## src/rtl/fracmac_pkg.sv

```systemverilog
package fracmac_pkg;
  typedef enum logic {FMT_Q31 = 1'b0, FMT_Q15 = 1'b1} frac_fmt_e;
  typedef enum logic {DIR_ADD = 1'b0, DIR_SUB = 1'b1} mac_dir_e;
endpackage

```

## src/rtl/fracmac_mul.sv

```systemverilog
module fracmac_mul
  import fracmac_pkg::*;
#(
  parameter int DATA_W = 32,
  parameter int ACC_W  = 2 * DATA_W,
  parameter int IDX_W  = 2
) (
  input  logic              clk,
  input  logic              rst,
  input  logic              in_valid,
  input  logic              in_sub,
  input  logic              in_q15,
  input  logic [IDX_W-1:0]  in_sel,
  input  logic [DATA_W-1:0] in_a,
  input  logic [DATA_W-1:0] in_b,
  output logic              st_valid,
  output logic              st_sub,
  output logic [IDX_W-1:0]  st_sel,
  output logic [ACC_W-1:0]  st_prod,
  output logic              st_sat
);
  localparam int HALF_W = DATA_W / 2;
  localparam logic [HALF_W-1:0] MIN_H = {1'b1, {(HALF_W-1){1'b0}}};
  localparam logic [DATA_W-1:0] MIN_F = {1'b1, {(DATA_W-1){1'b0}}};
  localparam logic [ACC_W-1:0]  MAX_F = {1'b0, {(ACC_W-1){1'b1}}};
  localparam logic [ACC_W-1:0]  MAX_H = {{(ACC_W-DATA_W){1'b0}}, 1'b0, {(DATA_W-1){1'b1}}};

  frac_fmt_e        fmt;
  logic [ACC_W-1:0] ext_a, ext_b, raw, aligned;
  logic             both_min;

  assign fmt = frac_fmt_e'(in_q15);

  always_comb begin
    if (fmt == FMT_Q15) begin
      ext_a    = {{(ACC_W-HALF_W){in_a[HALF_W-1]}}, in_a[HALF_W-1:0]};
      ext_b    = {{(ACC_W-HALF_W){in_b[HALF_W-1]}}, in_b[HALF_W-1:0]};
      both_min = (in_a[HALF_W-1:0] == MIN_H) && (in_b[HALF_W-1:0] == MIN_H);
    end else begin
      ext_a    = {{(ACC_W-DATA_W){in_a[DATA_W-1]}}, in_a};
      ext_b    = {{(ACC_W-DATA_W){in_b[DATA_W-1]}}, in_b};
      both_min = (in_a == MIN_F) && (in_b == MIN_F);
    end
    raw     = ext_a * ext_b;
    aligned = raw << 1;
  end

  always_ff @(posedge clk) begin
    if (rst) begin
      st_valid <= 1'b0;
      st_sub   <= 1'b0;
      st_sel   <= '0;
      st_prod  <= '0;
      st_sat   <= 1'b0;
    end else begin
      st_valid <= in_valid;
      if (in_valid) begin
        st_sub  <= in_sub;
        st_sel  <= in_sel;
        st_sat  <= both_min;
        st_prod <= both_min ? ((fmt == FMT_Q15) ? MAX_H : MAX_F) : aligned;
      end
    end
  end

  // minus one squared clamps to the largest positive Q31 fraction
  p_min_square_clamp_r5: assert property (@(posedge clk) disable iff (rst)
    (in_valid && !in_q15 && in_a == MIN_F && in_b == MIN_F)
      |=> (st_valid && st_sat && st_prod == MAX_F));

  // a Q15 product always fits a sign-extended 32-bit fraction
  p_q15_range_r3: assert property (@(posedge clk) disable iff (rst)
    (in_valid && in_q15)
      |=> (st_prod[ACC_W-1:DATA_W] == {(ACC_W-DATA_W){st_prod[DATA_W-1]}}));
endmodule

```

## src/rtl/fracmac_addsat.sv

```systemverilog
module fracmac_addsat
  import fracmac_pkg::*;
#(
  parameter int ACC_W = 64
) (
  input  logic [ACC_W-1:0] acc_in,
  input  logic [ACC_W-1:0] prod,
  input  logic             sub,
  output logic [ACC_W-1:0] acc_out,
  output logic             ovf
);
  localparam logic [ACC_W-1:0] POS_LIM = {1'b0, {(ACC_W-1){1'b1}}};
  localparam logic [ACC_W-1:0] NEG_LIM = {1'b1, {(ACC_W-1){1'b0}}};

  mac_dir_e   dir;
  logic [ACC_W:0] wide_acc, wide_prod, wide_sum;

  assign dir       = mac_dir_e'(sub);
  assign wide_acc  = {acc_in[ACC_W-1], acc_in};
  assign wide_prod = {prod[ACC_W-1], prod};

  always_comb begin
    wide_sum = (dir == DIR_SUB) ? (wide_acc - wide_prod) : (wide_acc + wide_prod);
    ovf      = wide_sum[ACC_W] ^ wide_sum[ACC_W-1];
    if (!ovf)               acc_out = wide_sum[ACC_W-1:0];
    else if (wide_sum[ACC_W]) acc_out = NEG_LIM;
    else                    acc_out = POS_LIM;
  end
endmodule

```

## src/rtl/fracmac_accbank.sv

```systemverilog
module fracmac_accbank #(
  parameter int DATA_W  = 32,
  parameter int ACC_W   = 2 * DATA_W,
  parameter int NUM_ACC = 4,
  parameter int IDX_W   = $clog2(NUM_ACC)
) (
  input  logic               clk,
  input  logic               rst,
  input  logic               st_valid,
  input  logic               st_sub,
  input  logic [IDX_W-1:0]   st_sel,
  input  logic [ACC_W-1:0]   st_prod,
  input  logic               st_sat,
  input  logic               wr_en,
  input  logic               wr_upper,
  input  logic [IDX_W-1:0]   wr_sel,
  input  logic [DATA_W-1:0]  wr_data,
  input  logic [IDX_W-1:0]   rd_sel,
  output logic [DATA_W-1:0]  rd_upper,
  output logic [DATA_W-1:0]  rd_lower,
  output logic [NUM_ACC-1:0] ovf_flags
);
  logic [ACC_W-1:0] acc_q [NUM_ACC];
  logic [ACC_W-1:0] upd_val;
  logic             upd_ovf;

  fracmac_addsat #(.ACC_W(ACC_W)) u_addsat (
    .acc_in  (acc_q[st_sel]),
    .prod    (st_prod),
    .sub     (st_sub),
    .acc_out (upd_val),
    .ovf     (upd_ovf)
  );

  for (genvar i = 0; i < NUM_ACC; i++) begin : g_acc
    logic hit_mac, hit_wr;
    assign hit_mac = st_valid && (st_sel == IDX_W'(i));
    assign hit_wr  = wr_en && (wr_sel == IDX_W'(i));

    always_ff @(posedge clk) begin
      if (rst) begin
        acc_q[i]     <= '0;
        ovf_flags[i] <= 1'b0;
      end else if (hit_mac) begin
        acc_q[i]     <= upd_val;
        ovf_flags[i] <= ovf_flags[i] | upd_ovf | st_sat;
      end else if (hit_wr) begin
        if (wr_upper) acc_q[i][ACC_W-1:DATA_W] <= wr_data;
        else          acc_q[i][DATA_W-1:0]     <= wr_data;
        ovf_flags[i] <= 1'b0;
      end
    end

    // flag persists unless its accumulator is written
    p_flag_sticky_r7: assert property (@(posedge clk) disable iff (rst)
      (ovf_flags[i] && !(wr_en && wr_sel == IDX_W'(i))) |=> ovf_flags[i]);

    // a write colliding with the update of the same entry is lost
    p_write_dropped_r9: assert property (@(posedge clk) disable iff (rst)
      (wr_en && wr_sel == IDX_W'(i) && st_valid && st_sel == IDX_W'(i) && !st_sat
       && acc_q[i] == '0 && st_prod == '0 && wr_data != '0)
        |=> (acc_q[i] == '0));

    // idle entries hold their value
    p_idle_hold_r11: assert property (@(posedge clk) disable iff (rst)
      (!(st_valid && st_sel == IDX_W'(i)) && !(wr_en && wr_sel == IDX_W'(i)))
        |=> ($stable(acc_q[i]) && $stable(ovf_flags[i])));

    // a lone upper write leaves the lower half intact
    p_half_write_r8: assert property (@(posedge clk) disable iff (rst)
      (wr_en && wr_upper && wr_sel == IDX_W'(i) && !(st_valid && st_sel == IDX_W'(i)))
        |=> (acc_q[i][ACC_W-1:DATA_W] == $past(wr_data)
             && acc_q[i][DATA_W-1:0] == $past(acc_q[i][DATA_W-1:0])));
  end

  always_ff @(posedge clk) begin
    if (rst) begin
      rd_upper <= '0;
      rd_lower <= '0;
    end else begin
      rd_upper <= acc_q[rd_sel][ACC_W-1:DATA_W];
      rd_lower <= acc_q[rd_sel][DATA_W-1:0];
    end
  end
endmodule

```

## src/rtl/fracmac_bank.sv

```systemverilog
module fracmac_bank #(
  parameter int DATA_W  = 32,
  parameter int NUM_ACC = 4,
  parameter int IDX_W   = $clog2(NUM_ACC)
) (
  input  logic               clk,
  input  logic               rst,
  input  logic               mac_valid,
  input  logic               mac_sub,
  input  logic               mac_q15,
  input  logic [IDX_W-1:0]   mac_sel,
  input  logic [DATA_W-1:0]  mac_a,
  input  logic [DATA_W-1:0]  mac_b,
  input  logic               wr_en,
  input  logic               wr_upper,
  input  logic [IDX_W-1:0]   wr_sel,
  input  logic [DATA_W-1:0]  wr_data,
  input  logic [IDX_W-1:0]   rd_sel,
  output logic [DATA_W-1:0]  rd_upper,
  output logic [DATA_W-1:0]  rd_lower,
  output logic [NUM_ACC-1:0] ovf_flags
);
  localparam int ACC_W = 2 * DATA_W;

  logic             st_valid, st_sub, st_sat;
  logic [IDX_W-1:0] st_sel;
  logic [ACC_W-1:0] st_prod;

  fracmac_mul #(.DATA_W(DATA_W), .ACC_W(ACC_W), .IDX_W(IDX_W)) u_mul (
    .clk      (clk),
    .rst      (rst),
    .in_valid (mac_valid),
    .in_sub   (mac_sub),
    .in_q15   (mac_q15),
    .in_sel   (mac_sel),
    .in_a     (mac_a),
    .in_b     (mac_b),
    .st_valid (st_valid),
    .st_sub   (st_sub),
    .st_sel   (st_sel),
    .st_prod  (st_prod),
    .st_sat   (st_sat)
  );

  fracmac_accbank #(.DATA_W(DATA_W), .ACC_W(ACC_W), .NUM_ACC(NUM_ACC), .IDX_W(IDX_W)) u_bank (
    .clk       (clk),
    .rst       (rst),
    .st_valid  (st_valid),
    .st_sub    (st_sub),
    .st_sel    (st_sel),
    .st_prod   (st_prod),
    .st_sat    (st_sat),
    .wr_en     (wr_en),
    .wr_upper  (wr_upper),
    .wr_sel    (wr_sel),
    .wr_data   (wr_data),
    .rd_sel    (rd_sel),
    .rd_upper  (rd_upper),
    .rd_lower  (rd_lower),
    .ovf_flags (ovf_flags)
  );

  // flags are clear right after reset is released
  p_reset_clear_r1: assert property (@(posedge clk)
    $fell(rst) |-> (ovf_flags == '0));

  // a newly raised flag comes from an operation, never from a write
  p_flag_source_r6: assert property (@(posedge clk) disable iff (rst)
    (ovf_flags != $past(ovf_flags) && $countones(ovf_flags) > $countones($past(ovf_flags)))
      |-> $past(st_valid));
endmodule

```

## config.mk

```make
export PLATFORM = sky130hd
export DESIGN_NAME = fracmac_bank
export DESIGN_NICKNAME = d
export VERILOG_FILES = /design/src/rtl/fracmac_pkg.sv /design/src/rtl/fracmac_mul.sv /design/src/rtl/fracmac_addsat.sv /design/src/rtl/fracmac_accbank.sv /design/src/rtl/fracmac_bank.sv
export SDC_FILE = /design/constraint.sdc
export NUM_CORES = 2
export LEC_CHECK = 0
export BUFFER_PORTS_ARGS = -buffer_cell sky130_fd_sc_hd__buf_2
export CAP_MARGIN = 10
export CORE_ASPECT_RATIO = 1.4
export CORE_MARGIN = 5
export CORE_UTILIZATION = 50
export DETAILED_ROUTE_END_ITERATION = 10
export PLACE_DENSITY_LB_ADDON = 0.2
export SLEW_MARGIN = 10
export SYNTH_ARGS = -nofsm -noshare
export SYNTH_HDL_FRONTEND = slang
export SYNTH_HIERARCHICAL = 1
export SYNTH_SLANG_ARGS = --single-unit
```

## constraint.sdc

```tcl
create_clock -name clk -period 9.64 [get_ports clk]
set_input_delay 1.928 -clock clk [delete_from_list [all_inputs] [get_ports clk]]
set_output_delay 1.928 -clock clk [all_outputs]
set_load 0.01 [all_outputs]
```

==> run_results.csv <==
group,metric,value,unit
finish,drive_above_1_share,16.6,%
critical_path,endpoint_kind,"flip-flop",
place,placed_cell_area,0.0775,mm²
route,route.met2.wl,110,mm
synthesis,synth_flop_cell,"edfxtp_1",
die,die_w,326,µm
critical_path,worst-path-max-fanout,7,
hold_path,hold_class,"flip-flop to flip-flop",
clock_network,cts.path.max_buffers,3,
grt,track_usage,29.1,%
place,hpwl,178,mm
route,initialDrtViolationCount,3613,
die,core.rowCount,162,
timing,hold_viol_final,0,
route,wl_met3,11.7,mm
place,post-place-ws,-0.712,ns
timing,slew_violations,0,
die,core_area,0.139,mm²
critical_path,reg2reg_from,"u_mul/st_prod[4]",
synthesis,yosys.area.top_type,"fa_1",
timing,timing.final.crit_period,9.55,ns
grt,grt_max_degree,129,
synthesis,synth_cell_type_count,95,
route,vias_per_cell,5.62,
finish,final_area,0.0793,mm²
critical_path,crit_top_cell,"fa_1",
grt,grt_pass1_wl,335,mm
die,dieArea,0.148,mm²
route,vias,53100,
synthesis,synth_edf_count,256,
timing,tightest_slew,1.15,ns
synthesis,yosys-top-cells-count,"1,587 x inv_1, 1,355 x fa_1, 614 x nand2_1",
critical_path,cp_slowest_cell,"fa_1",
timing,fmax,0.105,GHz
grt,antenna_found_initial,6,
finish,syn_to_final_growth,13.3,%
place,gp_congestion,0.970,
timing,fin_crit_sh,99.1,%
critical_path,cp-startpoint,"mac_a[31]",
timing,setup_violations,0,
die,die_height,453,µm
clock_network,cts_made_buffers,35,
critical_path,path_class,"input pin to flip-flop",
timing,slew_headroom,23.5,%
hold_path,min-delay-start,"u_bank/ovf_flags[0]",
clock_network,cts.sink_count,392,
critical_path,crit_path_start_kind,"input pin",
clock_network,clk_latency,0.56,ns
critical_path,arrival,9.98,ns
route,wl_per_cell,22.5,µm
synthesis,async_flop_share,0,%
timing,fin_skew,0.0224,ns
grt,grt_overflow,0,
route,routed_wirelength,213,mm
synthesis,synthCells,7143,
synthesis,syn-num-nets,8960,
die,start_util,50.2,%
clock_network,clk_pin_slew,0.07,ns
grt,grt_pass1_vias,58100,
timing,rsz0062_at_grt,"yes",
finish,fillCellCount,12300,
synthesis,yosysSeqAreaShare,14.9,%
critical_path,crit_required,10.07,ns
synthesis,syn-mean-instance-area,9.79,µm²
synthesis,yosysWarnings,6,
synthesis,synthTopCellsByArea,"fa_1 39%, edfxtp_1 11%, inv_1 8.5%",
synthesis,ys_ff_latch,392,
synthesis,netlist.area_leader.share,38.8,%
route,ant_nets,0,
route,m1WireLength,79.7,mm
route,top_layer,"met5",
synthesis,synthesis.area,0.0699,mm²
clock_network,h-tree-depth,2,
timing,setup_ws,0.0861,ns
die,num_io_pins,177,
clock_network,cts_tree,"yes",
status,status,"completed",
critical_path,max_stage_delay,0.59,ns
job,max_cap_violations,0,
clock_network,cts_root_buffer,"clkbuf_16",
finish,final_nets,9439,
synthesis,synth.most_common_cell,"inv_1",
route,firstDrtPassIters,6,
place,port_buffers,176,
route,drc,0,
[kinds of logic (layout without fill, tap and decap cells)]
| kind of cell | count (synthesis) | count (layout) | synth area share, % |
|---|---|---|---|
| AO/OA/AOI/OAI | 966 | 966 | 10.1 |
| adder cells (fa/ha/maj) | 1713 | 1713 | 45.2 |
| XOR/XNOR | 222 | 222 | 2.78 |
| flip-flops | 392 | 392 | 14.9 |
| AND/OR/NAND/NOR | 1694 | 1697 | 11.8 |
| multiplexers | 133 | 133 | 4.19 |
| buffers and inverters | 2023 | 2524 | 11.1 |
| other | 0 | 5 | 0 |
[flip-flops by register name, summed over array words and instances (netlist names)]
register / count
u_mul/st_valid: 1
u_bank/rd_lower: 32
u_mul/st_sub: 1
u_mul/st_sel: 2
u_bank/ovf_flags: 4
u_bank/rd_upper: 32
u_bank/acc_q: 256
u_mul/st_prod: 64
[placed cells by master (no fill, tap or decap), types with 18 or more instances in the layout]
cell / count
clkbuf_16: 35
a21oi_1: 261
inv_1: 1568
nand4_1: 41
nand3_1: 29
fa_1: 1319
ha_1: 333
nor4_1: 30
and2_1: 353
buf_12: 62
o21ai_0: 101
nor2_1: 348
buf_4: 632
mux4_2: 128
o22ai_1: 22
edfxtp_1: 256
o21bai_1: 20
a21o_1: 87
buf_2: 172
nor2b_1: 123
xor2_1: 60
dfxtp_1: 133
fa_2: 36
a31oi_1: 21
a21oi_2: 22
nand2_1: 607
inv_2: 18
a32o_1: 258
nor3_1: 44
a211oi_1: 22
xnor2_1: 162
[stage by stage]
step	util, %	std cells	hold WS, ns	setup TNS (ns)
finish	56.9	9456	0.472	0
global route	56.9	9451	0.515	-1.15
CTS	56.6	9439	0.477	0
detailed placement	55.7	9373	0.467	-14.44
global placement	55.7	9373	0.464	-10.96
floorplan	-	7143	0.474	-0.952
[cell type report]
class                      instances  area (µm²)  share of cell area (%)
timing repair buffer             875        6950                    8.76
clock inverter                    12         110                   0.139
inverter                        1587        5970                    7.53
tap                             1804        2260                    2.85
clock buffer                      50        1040                    1.31
antenna                            5        12.5                  0.0158
sequential                       392       10400                    13.1
multi-input combinational       4731       52500                    66.3
[routing by layer]
layer | up-vias | track usage (%)
met3 | 427 | 2.38
li1 | 23500 | -
met2 | 1939 | 53.4
met1 | 27200 | 35.4
met4 | 6 | 12.4
met5 | - | 0
[final timing paths]
path	endpoint	slack, ns	depth (start not counted)
hold / removal	u_bank/ovf_flags[0]	0.47	2
hold reg to reg	u_bank/ovf_flags[0]	0.47	2
setup / recovery	u_mul/st_prod[61]	0.09	33
setup reg to reg	u_bank/acc_q[1][20]	2.47	21
[timing repair]
action | 4_1_cts | 5_1_grt
hold endpoints to repair | 0 | 0
setup buffers | 2 | 12
hold buffers | 0 | 0
gates resized for setup | 24 | 85
setup endpoints to repair | 9 | 19
pin swaps | 12 | 60
cloned | 2 | 1
[worst max-delay path: cells and delay by family]
kind / cells / cell delay (ns)
AOI/OAI and AO/OA: 6 / 1.08
xor gates and xnor gates: 1 / 0.14
adders and majority gates: 10 / 4.81
buffers and inverters: 10 / 0.89
and+or+nand+nor: 6 / 1.11
Power is not shown: default switching activity piles up to over one toggle a cycle in this logic, so the estimate is an artifact.
